File: config.mk
export PLATFORM = sky130hd
export DESIGN_NAME = ret_addr_stack
export DESIGN_NICKNAME = d
export VERILOG_FILES = /design/src/rtl/rstk_pkg.sv /design/src/rtl/rstk_ctrl.sv /design/src/rtl/rstk_mem.sv /design/src/rtl/ret_addr_stack.sv
export SDC_FILE = /design/constraint.sdc
export NUM_CORES = 1
export LEC_CHECK = 0
export BUFFER_PORTS_ARGS = -buffer_cell sky130_fd_sc_hd__buf_2
export CORE_MARGIN = 2
export CORE_UTILIZATION = 35
export CTS_BUF_LIST = sky130_fd_sc_hd__clkbuf_8
export DETAILED_ROUTE_END_ITERATION = 10
export RECOVER_POWER = 100
export SLEW_MARGIN = 20
export SYNTH_ARGS = -nofsm -noshare
export SYNTH_HDL_FRONTEND = slang
export SYNTH_SLANG_ARGS = --single-unit
export TNS_END_PERCENT = 1
File: constraint.sdc
create_clock -name clk -period 2.8 [get_ports clk]
set_input_delay 0.14 -clock clk [delete_from_list [all_inputs] [get_ports clk]]
set_output_delay 0.14 -clock clk [all_outputs]
set_load 0.05 [all_outputs]
File: src/rtl/rstk_pkg.sv
package rstk_pkg;

    localparam int unsigned RSTK_DATA_W = 16;
    localparam int unsigned RSTK_PTR_W  = 4;

    typedef enum logic [1:0] {
        STK_IDLE = 2'd0,
        STK_PUSH = 2'd1,
        STK_POP  = 2'd2
    } stk_op_e;

    typedef struct packed {
        stk_op_e op;
        logic    at_top;
    } stk_step_t;

    // Push wins over pop when both are requested.
    function automatic stk_op_e stk_arbitrate(input logic push, input logic pop);
        if (push)      return STK_PUSH;
        else if (pop)  return STK_POP;
        else           return STK_IDLE;
    endfunction

endpackage

File: src/rtl/rstk_ctrl.sv
module rstk_ctrl
    import rstk_pkg::*;
#(
    parameter int unsigned PTR_W = RSTK_PTR_W
) (
    input  logic             clk,
    input  logic             rst,
    input  logic             push_i,
    input  logic             pop_i,
    output stk_op_e          op_o,
    output logic [PTR_W-1:0] wr_ptr_o,
    output logic [PTR_W-1:0] rd_ptr_o,
    output logic             avail_o
);

    localparam logic [PTR_W-1:0] PTR_TOP  = {PTR_W{1'b1}};
    localparam logic [PTR_W-1:0] PTR_ZERO = '0;
    localparam logic [PTR_W-1:0] PTR_ONE  = PTR_W'(1);

    logic [PTR_W-1:0] ptr_q;
    logic             lock_q;
    stk_step_t        step;

    always_comb begin
        step.op     = stk_arbitrate(push_i, pop_i);
        step.at_top = (ptr_q == PTR_TOP);
    end

    always_ff @(posedge clk) begin
        if (rst) begin
            ptr_q  <= PTR_ZERO;
            lock_q <= 1'b0;
        end else begin
            unique case (step.op)
                STK_PUSH: begin
                    ptr_q <= ptr_q + PTR_ONE;
                    if (step.at_top) lock_q <= 1'b1;
                end
                STK_POP:  ptr_q <= ptr_q - PTR_ONE;
                default:  ptr_q <= ptr_q;
            endcase
        end
    end

    assign op_o     = step.op;
    assign wr_ptr_o = ptr_q;
    assign rd_ptr_o = ptr_q - PTR_ONE;
    assign avail_o  = ~lock_q & ~step.at_top;

    // reset leaves pointer at zero with the flag raised
    a_r2_reset_state: assert property (@(posedge clk)
        rst |=> (ptr_q == PTR_ZERO && avail_o));

    // every push advances the pointer by one
    a_r3_push_advance: assert property (@(posedge clk) disable iff (rst)
        push_i |=> (ptr_q == $past(ptr_q) + PTR_ONE));

    // a lone pop steps the pointer back by one
    a_r4_pop_retreat: assert property (@(posedge clk) disable iff (rst)
        (pop_i && !push_i) |=> (ptr_q == $past(ptr_q) - PTR_ONE));

    // a push at the top slot wraps to zero with the flag low
    a_r6_wrap_locks: assert property (@(posedge clk) disable iff (rst)
        (push_i && ptr_q == PTR_TOP) |=> (ptr_q == PTR_ZERO && !avail_o));

    // a low flag away from the top slot means it is locked and stays low
    a_r6_lock_sticky: assert property (@(posedge clk) disable iff (rst)
        (!avail_o && ptr_q != PTR_TOP) |=> !avail_o);

endmodule

File: src/rtl/rstk_mem.sv
module rstk_mem #(
    parameter int unsigned DATA_W = 16,
    parameter int unsigned PTR_W  = 4
) (
    input  logic              clk,
    input  logic              rst,
    input  logic              we_i,
    input  logic [PTR_W-1:0]  waddr_i,
    input  logic [DATA_W-1:0] wdata_i,
    input  logic              re_i,
    input  logic [PTR_W-1:0]  raddr_i,
    output logic [DATA_W-1:0] rdata_o
);

    localparam int unsigned DEPTH = 1 << PTR_W;

    logic [DATA_W-1:0] slot_q [DEPTH];
    logic [DATA_W-1:0] rdata_q;

    // Slots keep their contents across reset.
    for (genvar g = 0; g < DEPTH; g++) begin : g_slot
        always_ff @(posedge clk) begin
            if (we_i && waddr_i == PTR_W'(g)) slot_q[g] <= wdata_i;
        end
    end

    always_ff @(posedge clk) begin
        if (rst)       rdata_q <= '0;
        else if (re_i) rdata_q <= slot_q[raddr_i];
    end

    assign rdata_o = rdata_q;

    // the output register only changes on an accepted pop
    a_r4_read_holds: assert property (@(posedge clk) disable iff (rst)
        !re_i |=> $stable(rdata_o));

endmodule

File: src/rtl/ret_addr_stack.sv
module ret_addr_stack
    import rstk_pkg::*;
#(
    parameter int unsigned DATA_W = RSTK_DATA_W,
    parameter int unsigned PTR_W  = RSTK_PTR_W
) (
    input  logic              clk,
    input  logic              rst,
    input  logic              push_i,
    input  logic              pop_i,
    input  logic [DATA_W-1:0] push_data_i,
    output logic [DATA_W-1:0] pop_data_o,
    output logic              avail_o
);

    stk_op_e          op;
    logic [PTR_W-1:0] wr_ptr;
    logic [PTR_W-1:0] rd_ptr;

    rstk_ctrl #(.PTR_W(PTR_W)) i_ctrl (
        .clk      (clk),
        .rst      (rst),
        .push_i   (push_i),
        .pop_i    (pop_i),
        .op_o     (op),
        .wr_ptr_o (wr_ptr),
        .rd_ptr_o (rd_ptr),
        .avail_o  (avail_o)
    );

    rstk_mem #(.DATA_W(DATA_W), .PTR_W(PTR_W)) i_mem (
        .clk     (clk),
        .rst     (rst),
        .we_i    (op == STK_PUSH),
        .waddr_i (wr_ptr),
        .wdata_i (push_data_i),
        .re_i    (op == STK_POP),
        .raddr_i (rd_ptr),
        .rdata_o (pop_data_o)
    );

    // a pop that coincides with a push leaves the output untouched
    a_r8_push_wins: assert property (@(posedge clk) disable iff (rst)
        (push_i && pop_i) |=> $stable(pop_data_o));

endmodule

==> impl_results.md <==
- Hold crit path type: primary input to flip-flop
- Drt wl/cell: 21.75 µm
- Initial Util: 35.50%
- Endpoint of the worst hold path: i_ctrl.wr_ptr_o[1]
- Sequential area share after synthesis: 74.65%
- Chip width: 180.2 µm
- Area of the multi-input gates: 2587 µm²
- Synth Area in Adders: 0.5760%
- Layout Skew: 28.30 ps
- Post-route insts no fill: 1145
- Initial antenna violation count: 0
- Port Buffers: 36
- Pin count of the biggest net entering global routing: 36
- Grt met1 use: 21.05%
- Simple-gate portion of the synthesized area: 4.124%
- Fraction of layout cells with a size suffix above 1: 17.76%
- Hold Violations, Final: 0
- Commonest non-fill, non-tap cell in the layout: edfxtp_1
- Worst-Skew Late Latency: 570 ps
- DRC viols: 0
- Iter 0 DRT Violations: 580
- Synthesis-stage register bit count: 277
- Setup_tns: 0 ps
- IO Pins: 37
- Cts repair resizes: 0
- Power density cells: 756.4 nW/µm²
- Number of global-route vias before repair: 5977
- Finish-stage setup viols: 0
- Antenna Cells: 0
- HP Start: pop_i
- Post-synthesis cell type count: 38
- CTS root buf: clkbuf_8
- Total routing usage reported by global routing: 15.26%
- Clk slew on worst S/H paths: 60 ps
- Crit path DAT: 3050 ps
- Critical path peak fanout: 32
- Warnings from Yosys: 0
- Met2 Usage GRT: 24.61%
- Clk buf depth: 3
- Antenna Nets Post-Route: 0
- Multiplexer share of the synthesized area: 12.07%
- GRT Residual Overflow: 0
- RSZ-0062 raised after global routing: false
- Most frequent cells in the layout: 256 x edfxtp_1, 95 x mux2i_1, 71 x nand2_1
- H-tree depth: 2
- CTS Buf Count: 43
- Most Crowded Layer GR: met2
- Cell Area, Synth: 10860 µm²
- Syn-to-layout area delta: 16.22%
- Routed vias/inst: 5.115
- Slew margin rel.: 8.587%
- Via count: 5857
- Final Net Count: 739
- Pleak: 4.321 nW
- Worst path required time: 3230 ps
- Register area: 8108 µm²
- Grt met3 use: 2.930%
- Compound-cell area share of the yosys netlist: 6.198%
- Crit Path Class: flip-flop to flip-flop
- Post-synthesis xor/xnor area fraction: 0.4724%
- Fill cells: 2745
- Drt pass-1 iters: 4
- Placer's final routability congestion estimate: 0.7617
- Reg2reg setup slack: 170 ps
- Status: finished clean
- Placed Cells: 1046
- Setup crit end kind: flip-flop
- Worst R2R Start: i_ctrl.wr_ptr_o[1]
- Largest family of logic cells by synthesized area: multiplexers
- Synth Instances: 614
- Max Cap Violations: 0
- Routed wire length: 24900 µm
- Core ar.: 30590 µm²
- Number of cells on the worst reg-to-reg path: 6
- CTS sink cnt: 277
- Die ar.: 32450 µm²
- Mapped Avg Cell Area: 17.69 µm²
- Actual slew at the worst max-slew pin: 1371 ps
- Worst vdd ir: 409.0 µV
- Final Critical Period: 2629 ps
- CTS tree: built
- Hpwl dp: 14660 µm
- Worst Hold Path Cells: 5
- Crit share post-route: 93.88%
- Die Ht: 180.2 µm
- R2r endpoint: i_mem.rdata_o[13]
- Worst Setup Start Kind: flip-flop
- # rows: 64
- Max Fclk: 380.4 MHz
- First-pass GRT wire length: 37220 µm
- Max Slew Vio Count: 0
- Syn Nets: 639
-- sequential cells by signal (all words and copies together), names as in the netlist --
signal and cells:
i_mem.rdata_o 16, i_ctrl.wr_ptr_o 4, i_ctrl.lock_q 1, i_mem.slot_q 256
-- power by group --
group | switching (mW) | total (mW) | internal [mW]
Combinational | 0.964 | 1.56 | 0.595
Clock | 1.52 | 3.26 | 1.74
Sequential | 0.0675 | 4.72 | 4.66
-- per-layer routing --
layer | wire, µm | share of wire (%)
met5 | 0 | 0
met3 | 1077 | 4.3
met2 | 11690 | 47
met1 | 11540 | 46
met4 | 593 | 2.4
-- metrics by stage --
step           power, mW  worst slack, ps  cell area (µm²)  hold WS (ps)  util [%]
2_1_floorplan      5.885            93.25            10860         238.9         -
3_3_place_gp       6.355            260.8            11750         460.6     38.42
3_5_place_dp       6.390            188.3            11750         463.0     38.42
4_1_cts            9.679            165.3            12790         68.81     41.80
5_1_grt            9.935            1.780            12620         112.8     41.26
6_report           9.548            171.3            12620         100.0     41.26
-- worst max-delay path by stage --
| stage | from | end | depth (start not counted) |
|---|---|---|---|
| floorplan | i_ctrl.wr_ptr_o[0] | i_mem.slot_q[0][0] | 6 |
| global placement | i_ctrl.wr_ptr_o[1] | i_mem.rdata_o[5] | 6 |
| detailed placement | i_ctrl.wr_ptr_o[1] | i_mem.rdata_o[13] | 7 |
| CTS | i_ctrl.wr_ptr_o[1] | i_mem.rdata_o[13] | 7 |
| global route | i_ctrl.wr_ptr_o[1] | i_mem.rdata_o[13] | 7 |
| finish | i_ctrl.wr_ptr_o[1] | i_mem.rdata_o[13] | 6 |
-- cells by family (layout without fill, tap and decap cells) --
group	count (synthesis)	count (layout)
flip-flops	277	277
buffers and inverters	38	173
XOR/XNOR	5	5
AND/OR/NAND/NOR	109	109
multiplexers	111	111
AO/OA/AOI/OAI	69	69
adder cells (fa/ha/maj)	5	5
-- layout make-up --
cell class / instances / share of cell area (%)
flip-flops and latches: 277 / 64.23
multi-input cells: 299 / 20.50
clock buffers: 47 / 5.125
repair buffers: 91 / 4.600
well taps: 396 / 3.925
clock inverters: 33 / 1.556
inverters: 2 / 0.05948
-- worst max-delay path, stage by stage (launching register included) --
cell and delay, ps:
dfxtp_1 460, inv_1 150, ha_4 400, nor2_1 710, buf_4 350, a32oi_1 150, a31o_1 270
-- cell usage after synthesis --
master	count	area share, %
edfxtp_1	256	71
mux2i_1	95	8.8
nand2_1	71	2.5
a32oi_1	31	2.5
nor2_1	23	0.79
dfxtp_1	21	3.9
mux4_2	16	3.3
buf_2	12	0.55
clkbuf_1	12	0.41
a31o_1	10	0.81
o2bb2ai_2	10	1.4
buf_4	7	0.48
a31o_2	5	0.40
ha_1	5	0.58
o2bb2ai_1	5	0.40
nor3_1	4	0.18
buf_6	3	0.31
nand2b_1	3	0.17
xnor2_1	3	0.24
buf_1	2	0.069
nand3_1	2	0.092
nor2b_1	2	0.12
a211o_4	1	0.16
a21boi_0	1	0.069
a221oi_1	1	0.081
a2bb2o_1	1	0.092
a31oi_1	1	0.058
a41o_1	1	0.092
and2_1	1	0.058
and4b_1	1	0.092
inv_1	1	0.035
inv_2	1	0.035
nand4_1	1	0.058
o31ai_1	1	0.069
o41ai_1	1	0.081
or4_4	1	0.10
xor2_1	1	0.081
xor2_2	1	0.15
-- what timing repair did --
item | in CTS | in global routing
buffers inserted | 0 | 0
hold buffers | 19 | 0
hold endpoints to repair | 261 | 0
No activity file was read; power rests on OpenSTA's default activity.
